==> config.mk <==
export PLATFORM = sky130hd
export DESIGN_NAME = cellrx_slave_rx
export DESIGN_NICKNAME = d
export VERILOG_FILES = /design/src/rtl/cellrx_pkg.sv /design/src/rtl/cellrx_addr_poll.sv /design/src/rtl/cellrx_framer.sv /design/src/rtl/cellrx_store.sv /design/src/rtl/cellrx_slave_rx.sv
export SDC_FILE = /design/constraint.sdc
export NUM_CORES = 1
export LEC_CHECK = 0
export ABC_AREA = 1
export BUFFER_PORTS_ARGS = -buffer_cell sky130_fd_sc_hd__buf_4
export CELL_PAD_IN_SITES_DETAIL_PLACEMENT = 0
export CELL_PAD_IN_SITES_GLOBAL_PLACEMENT = 1
export CORE_MARGIN = 1
export CORE_UTILIZATION = 45
export DETAILED_ROUTE_END_ITERATION = 10
export PLACE_DENSITY_LB_ADDON = 0.1
export SYNTH_ARGS = -nofsm -noshare
export SYNTH_HDL_FRONTEND = slang
export SYNTH_SLANG_ARGS = --single-unit
==> constraint.sdc <==
create_clock -name clk -period 3.19 [get_ports clk]
set_clock_uncertainty 0.1 [all_clocks]
set_input_delay 0.319 -clock clk [delete_from_list [all_inputs] [get_ports clk]]
set_output_delay 0.319 -clock clk [all_outputs]
set_load 0.005 [all_outputs]
==> src/rtl/cellrx_pkg.sv <==
package cellrx_pkg;

  localparam int unsigned SLOT_COUNT = 2;
  localparam int unsigned ID_W       = 5;

  // Cell length in bus words: a 16-bit bus pads the header's first word.
  function automatic int unsigned cell_words(input int unsigned bus_w);
    return (bus_w == 16) ? 27 : 53;
  endfunction

  // Odd parity across data and parity bit means the word is clean.
  function automatic logic parity_ok(input logic [15:0] word, input logic par);
    return (^word) ^ par;
  endfunction

  // True when the held plus in-flight cells leave room for one more.
  function automatic logic has_room(input logic [1:0] held, input logic filling);
    return ({1'b0, held} + {2'b00, filling}) < 3'(SLOT_COUNT);
  endfunction

endpackage

==> src/rtl/cellrx_addr_poll.sv <==
module cellrx_addr_poll
  import cellrx_pkg::*;
(
  input  logic            clk,
  input  logic            rst_n,
  input  logic [ID_W-1:0] rx_addr,
  input  logic [ID_W-1:0] phy_id,
  input  logic            room,
  output logic            hit,
  output logic            clav,
  output logic            clav_oe
);

  assign hit = (rx_addr == phy_id);

  always_ff @(posedge clk or negedge rst_n) begin
    if (!rst_n) begin
      clav    <= 1'b0;
      clav_oe <= 1'b0;
    end else begin
      clav_oe <= hit;
      clav    <= hit & room;
    end
  end

endmodule

==> src/rtl/cellrx_framer.sv <==
module cellrx_framer
  import cellrx_pkg::*;
#(
  parameter int unsigned DW = 8,
  parameter int unsigned CW = 53,
  parameter int unsigned IW = 6
) (
  input  logic          clk,
  input  logic          rst_n,
  input  logic          rx_enb,
  input  logic          rx_soc,
  input  logic [DW-1:0] rx_data,
  input  logic          rx_par,
  input  logic          hit,
  input  logic          chk_en,
  input  logic          slot_free,
  output logic          acc,
  output logic          wr_en,
  output logic [IW-1:0] wr_idx,
  output logic [DW-1:0] wr_data,
  output logic          commit,
  output logic          busy,
  output logic          runt_err
);

  logic          in_cell;
  logic          ovf;
  logic          bad;
  logic [IW-1:0] cnt;
  logic          start_evt;
  logic          cont_evt;
  logic          last_evt;
  logic          word_err;

  assign acc       = rx_enb & hit;
  assign start_evt = acc & rx_soc;
  assign cont_evt  = acc & ~rx_soc & in_cell;
  assign last_evt  = cont_evt & (cnt == IW'(CW - 1));
  assign word_err  = chk_en & ~parity_ok(16'(rx_data), rx_par);

  assign wr_en   = (start_evt & slot_free) | (cont_evt & ~ovf);
  assign wr_idx  = start_evt ? '0 : cnt;
  assign wr_data = rx_data;
  assign commit  = last_evt & ~ovf & ~(bad | word_err);
  assign busy    = in_cell & ~ovf;

  always_ff @(posedge clk or negedge rst_n) begin
    if (!rst_n) begin
      in_cell  <= 1'b0;
      ovf      <= 1'b0;
      bad      <= 1'b0;
      cnt      <= '0;
      runt_err <= 1'b0;
    end else begin
      runt_err <= start_evt & in_cell;
      if (start_evt) begin
        in_cell <= 1'b1;
        ovf     <= ~slot_free;
        bad     <= word_err;
        cnt     <= IW'(1);
      end else if (cont_evt) begin
        bad <= bad | word_err;
        if (last_evt) begin
          in_cell <= 1'b0;
          cnt     <= '0;
        end else begin
          cnt <= cnt + IW'(1);
        end
      end
    end
  end

endmodule

==> src/rtl/cellrx_store.sv <==
module cellrx_store
  import cellrx_pkg::*;
#(
  parameter int unsigned DW = 8,
  parameter int unsigned CW = 53,
  parameter int unsigned IW = 6
) (
  input  logic          clk,
  input  logic          rst_n,
  input  logic          wr_en,
  input  logic [IW-1:0] wr_idx,
  input  logic [DW-1:0] wr_data,
  input  logic          commit,
  input  logic          out_ready,
  output logic          out_valid,
  output logic [DW-1:0] out_data,
  output logic          out_sop,
  output logic          out_eop,
  output logic [1:0]    occ,
  output logic          slot_free,
  output logic          release_evt
);

  localparam int unsigned DEPTH = SLOT_COUNT * CW;
  localparam int unsigned AW    = $clog2(DEPTH);

  logic [DW-1:0] mem [DEPTH];
  logic          wr_slot;
  logic          rd_slot;
  logic [IW-1:0] rd_idx;
  logic [AW-1:0] wr_addr;
  logic [AW-1:0] rd_addr;
  logic          take;

  assign wr_addr = wr_slot ? AW'(CW) + AW'(wr_idx) : AW'(wr_idx);
  assign rd_addr = rd_slot ? AW'(CW) + AW'(rd_idx) : AW'(rd_idx);

  assign out_valid   = (occ != 2'd0);
  assign out_data    = mem[rd_addr];
  assign out_sop     = out_valid & (rd_idx == '0);
  assign out_eop     = out_valid & (rd_idx == IW'(CW - 1));
  assign take        = out_valid & out_ready;
  assign release_evt = take & (rd_idx == IW'(CW - 1));
  assign slot_free   = (occ < 2'(SLOT_COUNT));

  always_ff @(posedge clk) begin
    if (wr_en) mem[wr_addr] <= wr_data;
  end

  always_ff @(posedge clk or negedge rst_n) begin
    if (!rst_n) begin
      wr_slot <= 1'b0;
      rd_slot <= 1'b0;
      rd_idx  <= '0;
      occ     <= '0;
    end else begin
      if (commit) wr_slot <= ~wr_slot;
      if (take) begin
        if (release_evt) begin
          rd_idx  <= '0;
          rd_slot <= ~rd_slot;
        end else begin
          rd_idx <= rd_idx + IW'(1);
        end
      end
      occ <= occ + 2'(commit) - 2'(release_evt);
    end
  end

endmodule

==> src/rtl/cellrx_slave_rx.sv <==
module cellrx_slave_rx
  import cellrx_pkg::*;
#(
  parameter int unsigned DATA_W = 8
) (
  input  logic              clk,
  input  logic              rst_n,
  input  logic [4:0]        phy_id,
  input  logic              chk_en,
  input  logic [4:0]        rx_addr,
  input  logic [DATA_W-1:0] rx_data,
  input  logic              rx_soc,
  input  logic              rx_enb,
  input  logic              rx_par,
  output logic              clav,
  output logic              clav_oe,
  output logic              runt_err,
  output logic              out_valid,
  input  logic              out_ready,
  output logic [DATA_W-1:0] out_data,
  output logic              out_sop,
  output logic              out_eop
);

  localparam int unsigned CW = cell_words(DATA_W);
  localparam int unsigned IW = $clog2(CW);

  logic              hit;
  logic              room;
  logic              acc_evt;
  logic              wr_en;
  logic [IW-1:0]     wr_idx;
  logic [DATA_W-1:0] wr_data;
  logic              commit_evt;
  logic              busy;
  logic [1:0]        occ;
  logic              slot_free;
  logic              release_evt;

  assign room = has_room(occ, busy);

  cellrx_addr_poll u_poll (
    .clk     (clk),
    .rst_n   (rst_n),
    .rx_addr (rx_addr),
    .phy_id  (phy_id),
    .room    (room),
    .hit     (hit),
    .clav    (clav),
    .clav_oe (clav_oe)
  );

  cellrx_framer #(.DW(DATA_W), .CW(CW), .IW(IW)) u_framer (
    .clk       (clk),
    .rst_n     (rst_n),
    .rx_enb    (rx_enb),
    .rx_soc    (rx_soc),
    .rx_data   (rx_data),
    .rx_par    (rx_par),
    .hit       (hit),
    .chk_en    (chk_en),
    .slot_free (slot_free),
    .acc       (acc_evt),
    .wr_en     (wr_en),
    .wr_idx    (wr_idx),
    .wr_data   (wr_data),
    .commit    (commit_evt),
    .busy      (busy),
    .runt_err  (runt_err)
  );

  cellrx_store #(.DW(DATA_W), .CW(CW), .IW(IW)) u_store (
    .clk         (clk),
    .rst_n       (rst_n),
    .wr_en       (wr_en),
    .wr_idx      (wr_idx),
    .wr_data     (wr_data),
    .commit      (commit_evt),
    .out_ready   (out_ready),
    .out_valid   (out_valid),
    .out_data    (out_data),
    .out_sop     (out_sop),
    .out_eop     (out_eop),
    .occ         (occ),
    .slot_free   (slot_free),
    .release_evt (release_evt)
  );

endmodule

# Yosys cells after proc, flatten, opt, wreduce, memory -nomap -nowiden
# Memory sizes are Yosys's and may differ from the RTL's.
# Cells that the tools add are included.
[word_totals] ff_bits=22 ramBits=848 memories=1
[mem_list] name="u_store.mem" words=106 word_bits=8 read_ports=1 rd_clocked_by_memory_dff=0 wr=1 line="cellrx_store.sv:27" source="logic [DW-1:0] mem [DEPTH];"
[op_classes] n_addsub=7 n_lt_le_gt_ge=2 eq_ne=3 muxes=14 n_bitwise=27 reduce_logical=7
[op_table] op="$mux 6" count=5
[op_table] op="$and 1x1->1" count=17
[op_table] op="$reduce_xor 16->1" count=1
[op_table] op="$add 6x6->7 const A" count=2
[op_table] op="$mux 7" count=2
[op_table] op="$add 6x1->6 const B" count=2
[op_table] op="$eq 6x6->1 const B" count=2
[op_table] op="$mux 1" count=7
[op_table] op="$not 1->1" count=7
[op_table] op="$logic_not 6->1" count=1
[op_table] op="$reduce_bool 2->1" count=3
[op_table] op="$eq 5x5->1" count=1
[op_table] op="$reduce_and 2->1" count=2
[op_table] op="$add 2x1->3" count=1
[op_table] op="$lt 3x2->1 const B" count=1
[op_table] op="$add 2x1->2" count=1
[op_table] op="$lt 2x2->1 const B" count=1
[op_table] op="$or 1x1->1" count=2
[op_table] op="$sub 2x1->2" count=1
[op_table] op="$xor 1x1->1" count=1

# Longest topological paths before layout
[depth] word_depth=9 mapped_depth=18

# By module
# From an unflattened synthesis, not the netlist that was laid out.
[unflattened] hier_cells=3906 area_unflattened_um2=39153.8
[modules_own_cells] mod="cellrx_store" instances=1 cells_each=3755 area_per_inst_um2=38134.1 seq_area_each_um2=25714.7
[modules_own_cells] mod="cellrx_framer" instances=1 cells_each=122 area_per_inst_um2=847.1 seq_area_each_um2=250.2
[modules_own_cells] mod="cellrx_addr_poll" instances=1 cells_each=28 area_per_inst_um2=163.9 seq_area_each_um2=50.0
[modules_own_cells] mod="cellrx_slave_rx" instances=1 cells_each=1 area_per_inst_um2=8.8 seq_area_each_um2=0.0

# Worst setup path before layout
# No wires, ideal clock.
[synth_timing] path_kind="input-to-reg" from="input phy_id[2]" to="memory u_store.mem[28][0], enable pin" setup_time_ns=0.383 t_arrival_ns=2.787 required_time_ns=2.707 path_slack_ns=-0.081 stages=16 cell_sequence="xnor2_1 -> nand3_1 -> nor2_4 -> nand3_4 -> nand2_1 -> inv_1 -> ha_1 -> or2_2 -> nand3_1 -> nand2_1 -> nand2_1 -> nand2_1 -> inv_2 -> nand2_2 -> buf_4 -> nor3_1"
[synth_via] elab_chain_cells=8
[synth_rtl] item="from (decl)" line="cellrx_slave_rx.sv:8" source="input logic [4:0] phy_id,"
[synth_rtl] item="$eq 5x5->1 (*)" line="cellrx_addr_poll.sv:14" source="assign hit = (rx_addr == phy_id);"
[synth_rtl] item="named net hit" line="cellrx_slave_rx.sv:28" source="logic hit;"
[synth_rtl] item="$and 1x1->1 (*)" line="cellrx_framer.sv:35" source="assign acc = rx_enb & hit;"
[synth_rtl] item="branches (longest 6 deep; another with $add 6x6->7)"
[synth_rtl] item="to (decl)" line="cellrx_store.sv:27"
# Mark *: on every way through the listed nets, which the timed path passes.

# Final worst setup path
[layout_timing] from="register u_store.rd_idx[0]" to="output out_data[7]"
[layout_via] elab_chain_cells=3
[layout_rtl] item="from (decl)" line="cellrx_store.sv:30" source="logic [IW-1:0] rd_idx;"
[layout_rtl] item="from (signal assigned)" line="cellrx_store.sv:63" source="rd_idx <= rd_idx + IW'(1);"
[layout_rtl] item="$add 6x6->7" line="cellrx_store.sv:36" source="assign rd_addr = rd_slot ? AW'(CW) + AW'(rd_idx) : AW'(rd_idx);"
[layout_rtl] item="$mux 7 (*)" line="cellrx_store.sv:36"
[layout_rtl] item="$mem_v2 106x8 (*)"
[layout_rtl] item="to (decl)" line="cellrx_slave_rx.sv:20" source="output logic [DATA_W-1:0] out_data,"
# Mark *: on every way between the ends. The rest lies on a longest branch, timed or not.

==> impl_metrics.py <==
metrics = {
    "status": {
        "status": "finished, violations left",
        "violations": "negative setup slack",
    },
    "cts": {
        "cts.sinks": 870,
        "clk_latency_ns": 0.64,
        "cts-buffers-inserted": 90,
        "ctsHtreeMaxLevel": 3,
        "path_clk_slew_ns": 0.06,
        "cts_tree": "done",
        "cts_buffer_depth": 3,
        "clockRootBuffer": "clkbuf_16",
    },
    "synth": {
        "synth_top_family_by_area": "simple AND/OR/NAND/NOR gates",
        "async_flop_share_pct": 2.53,
        "synth_xor_area_share_pct": 0.446,
        "yosys.area_share.simple_pct": 15.5,
        "synth_fa_ha_area_share_pct": 0.237,
        "ys_ff_latch": 870,
        "ys_types": 43,
        "synth_ff_type": "edfxtp_1",
        "ys.warnings.count": 0,
        "syn_area_per_cell_um2": 11.7,
        "synthMuxAreaShare_pct": 0,
        "syn_area_um2": 37000,
        "synthCells": 3176,
        "yosysSeqAreaShare_pct": 70.3,
        "synth_edf_count": 848,
        "synth_compound_area_share_pct": 7.93,
        "syn_nets": 3208,
    },
    "critical_path": {
        "cp_cell_sequence": "inv_2, buf_4, nand2_4, nand2_8, buf_4, bufbuf_16, o211ai_1, nand3_1, nand3_1, nand3_2, nand3_4, nand2_2, nand2_2, nand2_4, buf_6",
        "cp_max_fo": 17,
        "crit_path_end_kind": "output pin",
        "crit_type": "register to output pin",
        "crit_arrival_ns": 3.12,
        "slowest_delay_ns": 0.39,
        "start_kind": "register",
        "required_ns": 2.77,
        "cp_slowest_cell": "dfrtp_1",
    },
    "flow_run": {
        "cap_violations": 0,
    },
    "sta": {
        "setup_viol": 8,
        "worst_pin_slew_ns": 1.11,
        "fin_crit_sh_pct": 111,
        "fmax_mhz": 282,
        "max_slew_margin_pct": 25.7,
        "hold_violations": 0,
        "finalMaxSlewViolations": 0,
        "rsz0062_at_grt": "yes",
        "finalCriticalPeriod_ns": 3.54,
        "fin_ws_ns": -0.351,
    },
    "global_route": {
        "antenna_found_initial": 1,
        "grt_pass1_wl_um": 166000,
        "grt_max_degree": 107,
        "grt_pass1_vias": 25500,
        "track_usage_pct": 27.4,
        "overflow": 0,
    },
    "finish": {
        "nets": 3505,
        "final_common_cell": "edfxtp_1",
        "syn_to_final_growth_pct": 25.2,
        "n_antenna_cell": 0,
        "fillers": 6721,
        "final_cell_mix": "848 x edfxtp_1, 676 x nand2_1, 295 x inv_1, 270 x buf_4, 217 x o211ai_1",
        "drive_above_1_share_pct": 22.7,
        "final_util_pct": 57.2,
    },
    "routing": {
        "vias": 25700,
        "drc": 0,
        "vias_per_cell": 5.58,
        "ant_nets": 0,
        "drtIter0Drc": 2544,
        "routed_wl_um": 115000,
        "drtPass1Iterations": 6,
        "wl_per_cell_um": 25.0,
    },
    "placement": {
        "portBuffers": 38,
        "place_hpwl_um": 66500,
        "pre_cts_slack_ns": -0.435,
        "gp_congestion": 0.873,
    },
    "floorplan": {
        "die_h_um": 289,
        "rows": 104,
        "core_area_um2": 80900,
        "ios": 39,
        "start_util_pct": 45.7,
        "die_area_um2": 83400,
        "die_w_um": 289,
    },
    "power_and_ir_drop": {
        "p_per_area_nw_per_um2": 1060,
        "peakVddDrop_mv": 0.598,
        "p_leak_nw": 17.5,
    },
    "min_path": {
        "hold_path_class": "primary input to register",
    },
}
-- metal layers --
metal | share of wire [%] | track usage [%] | up-vias
met2 | 49 | 45.7 | 970
met3 | 6.5 | 3.46 | 154
met5 | 0.010 | 0 | -
met4 | 2.2 | 6.93 | 2
met1 | 43 | 38.1 | 12700
li1 | - | - | 11800
-- worst max-delay path, delay by kind of cell, from the launching register on --
family | cells | cell delay (ns)
flip-flops | 1 | 0.39
buffers and inverters | 5 | 0.83
AND/OR/NAND/NOR | 9 | 1.03
AO/OA/AOI/OAI | 1 | 0.20
-- sequential cells by signal, summed over array words and instances, names as in the netlist --
register           flops
u_poll.clav            1
u_framer.ovf           1
u_store.occ            2
u_store.wr_slot        1
u_store.mem          848
u_framer.runt_err      1
u_poll.clav_oe         1
u_store.rd_idx         6
u_store.rd_slot        1
u_framer.bad           1
u_framer.cnt           6
u_framer.in_cell       1
-- where the power goes --
part / internal (mW) / total, mW / switching, mW / leakage (nW)
Combinational: 10.5 / 26.0 / 15.5 / 8.27
Clock: 5.81 / 10.1 / 4.31 / 1.36
Sequential: 12.6 / 12.8 / 0.122 / 7.88
Total: 28.9 / 48.9 / 20.0 / 17.5
-- synth_stat cells (all sizes together) (14+ instances only) --
library cell	count	area, um^2
nand3	365	1880
nor2	143	564
o22ai	14	87.6
o211ai	217	1630
nor3	49	355
o21ai	227	1140
edfxtp	848	25500
clkbuf	75	282
nand2	725	2770
or2	15	93.8
buf	119	616
inv	308	1160
dfrtp	22	551
-- logic make-up after synthesis --
kind of cell,count (synthesis)
simple gates,1309
flops,870
buf+inv,502
compound gates,470
xor+xnor,18
fa+ha+maj,7
-- path summary, 6_finish.rpt --
path                       depth (start not counted)  slack [ns]              start                  to
max in group asynchronous                          4        1.17              rst_n     u_store.rd_slot
hold / removal                                     5        0.02         rx_addr[1]         u_poll.clav
setup / recovery                                  15       -0.35  u_store.rd_idx[0]         out_data[7]
hold reg to reg                                    2        0.39       u_framer.bad        u_framer.bad
min in group asynchronous                          3        0.50              rst_n     u_framer.cnt[2]
setup reg to reg                                  11        0.32    u_framer.cnt[0]  u_store.mem[89][4]
-- repair_timing --
action                     in CTS  in global routing
buffers inserted               34                 16
hold buffers                    6                  0
hold endpoints to repair       29                  0
pin swaps                      83                 36
gates resized for setup       251                 72
setup endpoints to repair       8                 16
gates cloned                   30                 12
-- final cells by class --
type,count,area (um^2),share of cell area [%]
sequential,870,26000,56.2
multi-input combinational,1804,10100,21.9
tap,1060,1330,2.86
clock buffer,104,2350,5.07
clock inverter,54,460,0.994
inverter,308,1170,2.54
timing repair buffer,399,4870,10.5
-- per-stage QoR --
stage                     hold slack (ns)  power, mW  cell area (um^2)  std cells  setup TNS (ns)
after floorplan                   -0.0766       23.8             37000       3176           -1.94
after global placement              0.126       31.2             40400       4344          -96.81
after detailed placement            0.133       31.2             40400       4344         -142.26
after CTS                         0.00215       47.1             45600       4571           -2.42
after global routing               0.0311       51.1             46300       4599           -3.33
final                              0.0213       48.9             46300       4599           -2.50
No activity file was read; power rests on OpenSTA's default activity.
